**config.mk**
```make
export PLATFORM = sky130hd
export DESIGN_NAME = irq_holdoff_gate
export DESIGN_NICKNAME = d
export VERILOG_FILES = /design/src/rtl/irq_holdoff_pkg.sv /design/src/rtl/irq_cfg_regs.sv /design/src/rtl/irq_tick_gen.sv /design/src/rtl/irq_holdoff_timer.sv /design/src/rtl/irq_holdoff_gate.sv
export SDC_FILE = /design/constraint.sdc
export NUM_CORES = 1
export LEC_CHECK = 0
export BUFFER_PORTS_ARGS = -buffer_cell sky130_fd_sc_hd__buf_4
export CAP_MARGIN = 0
export CORE_MARGIN = 2
export CORE_UTILIZATION = 45
export CTS_CLUSTER_SIZE = 16
export DETAILED_ROUTE_END_ITERATION = 7
export PLACE_DENSITY = 0.77
export SETUP_SLACK_MARGIN = 0.1
export SYNTH_ARGS = -nofsm -noshare
export SYNTH_HDL_FRONTEND = slang
export SYNTH_SLANG_ARGS = --single-unit
```
**constraint.sdc**
```tcl
create_clock -name clk -period 2.4 [get_ports clk]
set_input_delay 0.12 -clock clk [delete_from_list [all_inputs] [get_ports clk]]
set_output_delay 0.12 -clock clk [all_outputs]
set_load 0.02 [all_outputs]
```
**src/rtl/irq_holdoff_pkg.sv**
```systemverilog
package irq_holdoff_pkg;
  typedef enum logic [1:0] {
    HO_IDLE  = 2'd0,
    HO_ARMED = 2'd1,
    HO_RUN   = 2'd2
  } ho_state_e;

  localparam int REG_W   = 32;
  localparam int CTL_BIT = 8;
endpackage

```
**src/rtl/irq_cfg_regs.sv**
```systemverilog
module irq_cfg_regs
  import irq_holdoff_pkg::*;
#(
  parameter int HOLD_W = 8
) (
  input  logic              clk,
  input  logic              rst_n,
  input  logic              soft_rst,
  input  logic              reg_sel,
  input  logic              reg_wr,
  input  logic [REG_W-1:0]  reg_wdata,
  output logic [REG_W-1:0]  reg_rdata,
  output logic              en,
  output logic [HOLD_W-1:0] hold,
  output logic              ctl
);
  always_ff @(posedge clk) begin
    if (!rst_n || soft_rst) begin
      en   <= 1'b0;
      hold <= '0;
      ctl  <= 1'b0;
    end else if (reg_wr) begin
      if (!reg_sel) begin
        en <= reg_wdata[0];
      end else begin
        hold <= reg_wdata[HOLD_W-1:0];
        ctl  <= reg_wdata[CTL_BIT];
      end
    end
  end

  always_comb begin
    reg_rdata = '0;
    if (!reg_sel) begin
      reg_rdata[0] = en;
    end else begin
      reg_rdata[HOLD_W-1:0] = hold;
      reg_rdata[CTL_BIT]    = ctl;
    end
  end
endmodule

```
**src/rtl/irq_tick_gen.sv**
```systemverilog
module irq_tick_gen #(
  parameter int TICK_DIV = 10000
) (
  input  logic clk,
  input  logic rst_n,
  input  logic soft_rst,
  input  logic clear,
  input  logic run,
  output logic tick
);
  localparam int CW = (TICK_DIV > 2) ? $clog2(TICK_DIV) : 1;
  localparam logic [CW-1:0] LAST = CW'(TICK_DIV - 1);

  logic [CW-1:0] div_q;

  assign tick = run && !clear && (div_q == LAST);

  always_ff @(posedge clk) begin
    if (!rst_n || soft_rst || clear) begin
      div_q <= '0;
    end else if (run) begin
      div_q <= (div_q == LAST) ? '0 : div_q + 1'b1;
    end
  end
endmodule

```
**src/rtl/irq_holdoff_timer.sv**
```systemverilog
module irq_holdoff_timer
  import irq_holdoff_pkg::*;
#(
  parameter int HOLD_W = 8
) (
  input  logic              clk,
  input  logic              rst_n,
  input  logic              soft_rst,
  input  logic              load,
  input  logic [HOLD_W-1:0] hold,
  input  logic              ctl,
  input  logic              en,
  input  logic              pend,
  input  logic              tick,
  output ho_state_e         state,
  output logic [HOLD_W-1:0] cnt,
  output logic              ctl_l,
  output logic              restart,
  output logic              expired
);
  logic start;

  assign start   = (state == HO_ARMED) && !load && (ctl_l ? (en && pend) : en);
  assign restart = load || start;
  assign expired = (state == HO_IDLE);

  always_ff @(posedge clk) begin
    if (!rst_n || soft_rst) begin
      state <= HO_IDLE;
      cnt   <= '0;
      ctl_l <= 1'b0;
    end else if (load) begin
      cnt   <= hold;
      ctl_l <= ctl;
      state <= (hold == '0) ? HO_IDLE : HO_ARMED;
    end else begin
      unique case (state)
        HO_ARMED: if (start) state <= HO_RUN;
        HO_RUN: if (tick) begin
          if (cnt == HOLD_W'(1)) begin
            state <= HO_IDLE;
            cnt   <= '0;
          end else begin
            cnt <= cnt - 1'b1;
          end
        end
        default: state <= HO_IDLE;
      endcase
    end
  end
endmodule

```
**src/rtl/irq_holdoff_gate.sv**
```systemverilog
module irq_holdoff_gate
  import irq_holdoff_pkg::*;
#(
  parameter int TICK_DIV = 10000,
  parameter int HOLD_W   = 8
) (
  input  logic        clk,
  input  logic        rst_n,
  input  logic        soft_rst,
  input  logic        reg_sel,
  input  logic        reg_wr,
  input  logic [31:0] reg_wdata,
  output logic [31:0] reg_rdata,
  input  logic        status_rd,
  input  logic        pend_in,
  output logic        irq_out
);
  logic              en_q;
  logic [HOLD_W-1:0] hold_q;
  logic              ctl_q;
  logic              ctl_l;
  logic              tick;
  logic              restart;
  logic              expired;
  ho_state_e         tm_state;
  logic [HOLD_W-1:0] tm_cnt;
  logic              irq_q;

  irq_cfg_regs #(.HOLD_W(HOLD_W)) u_regs (
    .clk(clk), .rst_n(rst_n), .soft_rst(soft_rst),
    .reg_sel(reg_sel), .reg_wr(reg_wr), .reg_wdata(reg_wdata),
    .reg_rdata(reg_rdata), .en(en_q), .hold(hold_q), .ctl(ctl_q)
  );

  irq_tick_gen #(.TICK_DIV(TICK_DIV)) u_tick (
    .clk(clk), .rst_n(rst_n), .soft_rst(soft_rst),
    .clear(restart), .run(tm_state == HO_RUN), .tick(tick)
  );

  irq_holdoff_timer #(.HOLD_W(HOLD_W)) u_timer (
    .clk(clk), .rst_n(rst_n), .soft_rst(soft_rst),
    .load(status_rd), .hold(hold_q), .ctl(ctl_q), .en(en_q),
    .pend(pend_in), .tick(tick), .state(tm_state), .cnt(tm_cnt),
    .ctl_l(ctl_l), .restart(restart), .expired(expired)
  );

  always_ff @(posedge clk) begin
    if (!rst_n || soft_rst) irq_q <= 1'b0;
    else                    irq_q <= en_q && pend_in && expired;
  end

  assign irq_out = irq_q;
endmodule

```
* After elaboration in Yosys (flattened, before gate mapping)
Cells that the tools add are included.
W data, S select, Z words.
** Word-level totals
- Register bits :: 36
** Cells by class
- Bitwise gates (word level) :: 1
- Muxes and demuxes :: 14
- Add/sub/neg operators :: 2
- Equality and inequality tests :: 7
- Reductions and logical operators :: 20
** Operator list (number)
- $mux W8 :: 5
- $add A14 B1 Y14 const B :: 1
- $eq A14 B14 Y1 const B :: 1
- $mux W14 :: 1
- $eq A8 B1 Y1 const B :: 1
- $logic_not A8 Y1 :: 1
- $mux W2 :: 4
- $sub A8 B1 Y8 const B :: 1
- $logic_and A1 B1 Y1 :: 6
- $ne A3 B2 Y1 const B :: 2
- $reduce_and A2 Y1 :: 3
- $pmux W2 S2 :: 1
- $reduce_bool A2 Y1 :: 2
- $logic_not A1 Y1 :: 3
- $logic_or A1 B1 Y1 :: 3
- $mux W1 :: 3
- $ne A3 B3 Y1 const B :: 1
- $reduce_and A3 Y1 :: 1
- $eq A2 B1 Y1 const B :: 1
- $eq A2 B2 Y1 const B :: 1
- $logic_not A2 Y1 :: 1
- $not A1 Y1 :: 1

* Longest topological paths before layout
- Depth after elaboration :: 10
- Depth in mapped cells :: 7

* Cells and area by module
A second synthesis with hierarchy kept.
** Unflattened totals
- Cell total of the unflattened synthesis :: 244
- Area, all modules :: 2138.3 um^2
** Modules (own cells, without submodules)
- irq_tick_gen :: area an instance 759.5 um^2, cells an instance 76, instances 1, sequential area each 280.3 um^2
- irq_holdoff_timer :: area an instance 683.2 um^2, cells an instance 85, instances 1, sequential area each 220.2 um^2
- irq_cfg_regs :: area an instance 651.9 um^2, cells an instance 79, instances 1, sequential area each 200.2 um^2
- irq_holdoff_gate :: area an instance 43.8 um^2, cells an instance 4, instances 1, sequential area each 20.0 um^2

* Least setup slack after synthesis
OpenSTA, ideal clock, no wires.
- Path type :: register to register
- Start point :: register u_tick.div_q[0]
- End point :: register u_timer.cnt[0]
- Path buffers :: 2
- Path slack :: 787 ps
- Data arrival time :: 1539 ps
- Data required time :: 2326 ps
- Stages on the path, launching flop included :: 8
- Cell sequence :: dfxtp_1 > ha_1 > and4b_1 > clkbuf_2 > and4_1 > buf_6 > or3_1 > a31oi_1
** On the way
- Cells in the longest elaborated chain, start to end :: 4
** Ends and longest elaborated chain
- start, declared :: line irq_tick_gen.sv:14 : logic [CW-1:0] div_q;
- start signal, assigned :: line irq_tick_gen.sv:22 : div_q <= (div_q == LAST) ? '0 : div_q + 1'b1;
- $eq A14 B14 Y1 :: line irq_tick_gen.sv:16 : assign tick = run && !clear && (div_q == LAST);
- $logic_and A1 B1 Y1 :: line irq_tick_gen.sv:16
- $reduce_bool A2 Y1 (no line)
- $reduce_and A2 Y1 (no line)
- end signal, assigned :: line irq_holdoff_timer.sv:33 : cnt <= hold;
- end signal, assigned :: line irq_holdoff_timer.sv:44 : cnt <= cnt - 1'b1;
- end, declared :: line irq_holdoff_timer.sv:16 : output logic [HOLD_W-1:0] cnt,
Every way passes these cells.
A chain may end at the register's enable or synchronous reset.

* Worst setup path in the final report
- Start point :: register u_tick.div_q[8]
- End point :: register u_tick.div_q[6]
** On the way
- Cells in the longest elaborated chain, start to end :: 2
** Ends and longest elaborated chain (line)
- $eq A14 B14 Y1 :: irq_tick_gen.sv:22
- $mux W14 :: irq_tick_gen.sv:22
Every way passes these cells.

==> results.yml <==
worst_setup_path:
  crit_path_max_fanout: 14
  slowest_cell_on_the_critical_path: "nor4bb_1"
  crit_path_launch_type: "register"
  worst_setup_path_endpoint: "u_tick.div_q[6]"
  setup.worst_path.end_class: "register"
  crit_family: "simple AND/OR/NAND/NOR gates"
  slowest_delay_ns: 0.51
  timing.critical_path.depth: 4
  reg2reg_from: "u_tick.div_q[8]"
  reg2reg_setup_slack_ns: 0.45
  data_required_time_at_the_worst_endpoint_ns: 2.56
  rr_endpoint: "u_tick.div_q[6]"
  crit_type: "register to register"
  cp.arrival_ns: 2.11
  cp_cell_sequence: "nor4bb_1, nand4_1, nand3_1, nor2_1"
  startpoint: "u_tick.div_q[8]"
  cp.buffers_inverters: 0
  worst-r2r-cell-count: 4
clock_network:
  cts-hold-fix-buffers: 0
  cts-resized-gates: 0
  clkLatencyLatePin_ns: 0.29
  h_tree_lvl_count: 2
  clk_pin_slew_ns: 0.07
  tritoncts_clock_tree: "yes"
  cts_inserted_buffers: 5
  clk_root_buffer_cell: "clkbuf_8"
  cts.repair_timing.setup_buffer_count: 0
  cts_num_sinks: 36
  clock_tree.buffer_depth: 2
layout:
  antennaDiodeCount: 0
  ff_latch_area_um2: 720.7
  fin_area_mm2: 0.002240
  areaGrowthSynthToFinish_pct: 12.93
  fraction_of_final_layout_cells_sized_beyond_drive_strength_1: 0.1515
  fin_nets: 305
  fill_cells: 408
  multi_input_area_mm2: 0.001106
global_routing:
  grt_overflow_total: 0
  pin_count_of_the_biggest_net_entering_global_routing: 23
  grt_first_pass_wirelength_mm: 6.624
  antenna_found_initial: 0
  first_global_vias: 1459
  grt_use_total: 0.1634
yosys:
  synth_warnings: 0
  synth_area_mm2: 0.001983
  yosysSeqAreaShare: 0.3634
  yosys_most_used_dff: "dfxtp_1"
  synth_edf_count: 0
  async_reset_ff_frac: 0
  netlist_instances: 240
  yosys_register_bits: 36
  synth.avg_cell_area_um2: 8.263
  synth_top_cells_by_area: "dfxtp_1 36%, buf_4 8.7%, a21oi_1 4.5%"
  synth_top_cell_by_area: "dfxtp_1"
  synth_top_area_share: 0.3634
  post_synth_num_cell_types: 47
flow_run:
  max-cap-violations: 0
timing:
  setup-tns-final_ns: 0
  tightestPinTransition_ns: 0.6240
  worst_clock_skew_ns: 0.003526
  timing_hold_violations_final: 0
  final_period_utilization: 0.8137
  max_freq_mhz: 512.1
  final_period_minus_worst_setup_slack_ns: 1.953
  finalSetupViolations: 0
  slew-limit-headroom: 0.5808
  final_max_slew_viol_count: 0
  rsz0062_at_grt: "no"
  timing.hold.ws_ns: 0.07355
route:
  detail_route.iter0.violations: 57
  vias: 1699
  ant_nets: 0
  route.detailed.wl_per_inst_um: 12.65
  length_of_the_first_detailed_routing_pass_in_iterations: 4
  drc: 0
  routed_wl_mm: 3.998
  vias_per_instance: 5.377
run_status:
  status: "finished clean"
placed_design:
  detailedPlacementHpwl_mm: 2.819
  postPlaceCellArea_mm2: 0.002113
  portBuffers: 25
  weighted_congestion_at_the_end_of_routability_driven_global_placement: 0.7584
power_and_ir_drop:
  power.density_cell_area_mw_per_mm2: 583.8
  vdd_ir_drop_max_mv: 0.3640
  p_leak_uw: 0.0008567
die:
  initial_core_util: 0.4618
  placementRows: 24
  die_width_um: 70.39
  die_area_mm2: 0.004954
  core_mm2: 0.004294
  floorplan.die.height_um: 70.39
  i_o_pin_total: 72
min_path:
  worstHoldPathType: "primary input to register"
-- worst min-delay path: stages --
cell and delay [ns]:
buf_4 0.08, mux2i_1 0.06, nor2_1 0.07
-- metrics by stage --
| step | setup slack, ns | total power, µW | util | instances |
|---|---|---|---|---|
| after floorplan | 0.7868 | 726.0 | - | 262 |
| after global placement | 0.5544 | 731.1 | 0.4921 | 308 |
| after detailed placement | 0.4855 | 731.8 | 0.4921 | 308 |
| after CTS | 0.4656 | 1312 | 0.5216 | 316 |
| after global routing | 0.2469 | 1350 | 0.5216 | 316 |
| final | 0.4471 | 1308 | 0.5216 | 316 |
-- state kept, by name, indices dropped and copies added (netlist names) --
register / flops
u_timer.ctl_l: 1
u_regs.hold: 8
irq_out: 1
u_tick.div_q: 14
u_timer.cnt: 8
u_regs.ctl: 1
u_regs.en: 1
u_timer.state: 2
-- worst min-delay path by stage --
| stage | start | end | slack, ns | cells past startpoint |
|---|---|---|---|---|
| final | reg_wdata[0] | u_regs.en | 0.07 | 3 |
| after CTS | reg_wdata[0] | u_regs.en | 0.07 | 3 |
| after global placement | reg_wdata[0] | u_regs.en | 0.37 | 3 |
| after detailed placement | reg_wdata[0] | u_regs.en | 0.37 | 3 |
| after floorplan | reg_wdata[0] | u_regs.en | 0.27 | 2 |
| after global routing | reg_wdata[0] | u_regs.en | 0.08 | 3 |
-- cells in the mapped netlist, types with 5 or more instances --
library cell,count
a21oi_1,18
and2_1,8
buf_4,23
clkbuf_1,7
dfxtp_1,36
inv_1,5
mux2i_1,5
nand2_1,23
nand3_1,17
nand4_1,6
nor2_1,17
nor4_1,6
o21ai_0,5
xnor2_1,6
xor2_1,5
-- layer usage --
metal,global-route usage,part of all wire,up-vias
met5,0,0,-
met2,0.2600,0.47,56
met4,0.06197,0.014,0
met1,0.2100,0.46,797
li1,-,-,841
met3,0.04473,0.054,5
-- power breakdown --
group	switching, µW	leakage, µW	internal [µW]
clock	222	0.0000645	367
sequential	5.60	0.000290	602
combinational	74.9	0.000502	36.5
total	302	0.000857	1010
-- layout by cell type, fill, tap and decap left out, types with 3 or more instances in the layout --
cell      count
nand4_1       6
buf_4        27
conb_1       23
or3_1         3
xnor2_1       6
inv_1         5
a21oi_1      18
and2_1        8
mux2i_1       5
a31oi_1       3
nor4_1        6
nand2_1      23
o21ai_0       5
nor2_1       17
xor2_1        5
and3_1        3
nand3_1      17
nor3_1        4
nor3b_1       4
clkbuf_8      7
ha_1          3
nor2b_1       3
dfxtp_1      36
-- kinds of logic (layout without fill, tap and decap cells) --
kind of cell | after synthesis | after routing | synth area share
flops | 36 | 36 | 0.3634
buf+inv | 38 | 40 | 0.1205
compound gates | 36 | 36 | 0.1079
xor+xnor | 11 | 11 | 0.04858
mux | 7 | 7 | 0.03659
other cells | 1 | 23 | 0.001891
simple gates | 108 | 108 | 0.3022
fa+ha+maj | 3 | 3 | 0.01893
-- cell type report --
cell class | count | share of cell area
repair buffers | 27 | 0.09050
multi-input cells | 188 | 0.4939
clock buffers | 7 | 0.04302
flip-flops and latches | 36 | 0.3218
well taps | 52 | 0.02905
inverters | 5 | 0.008380
clock inverters | 1 | 0.01341
Note: power is estimated with default switching activity, not from simulation.
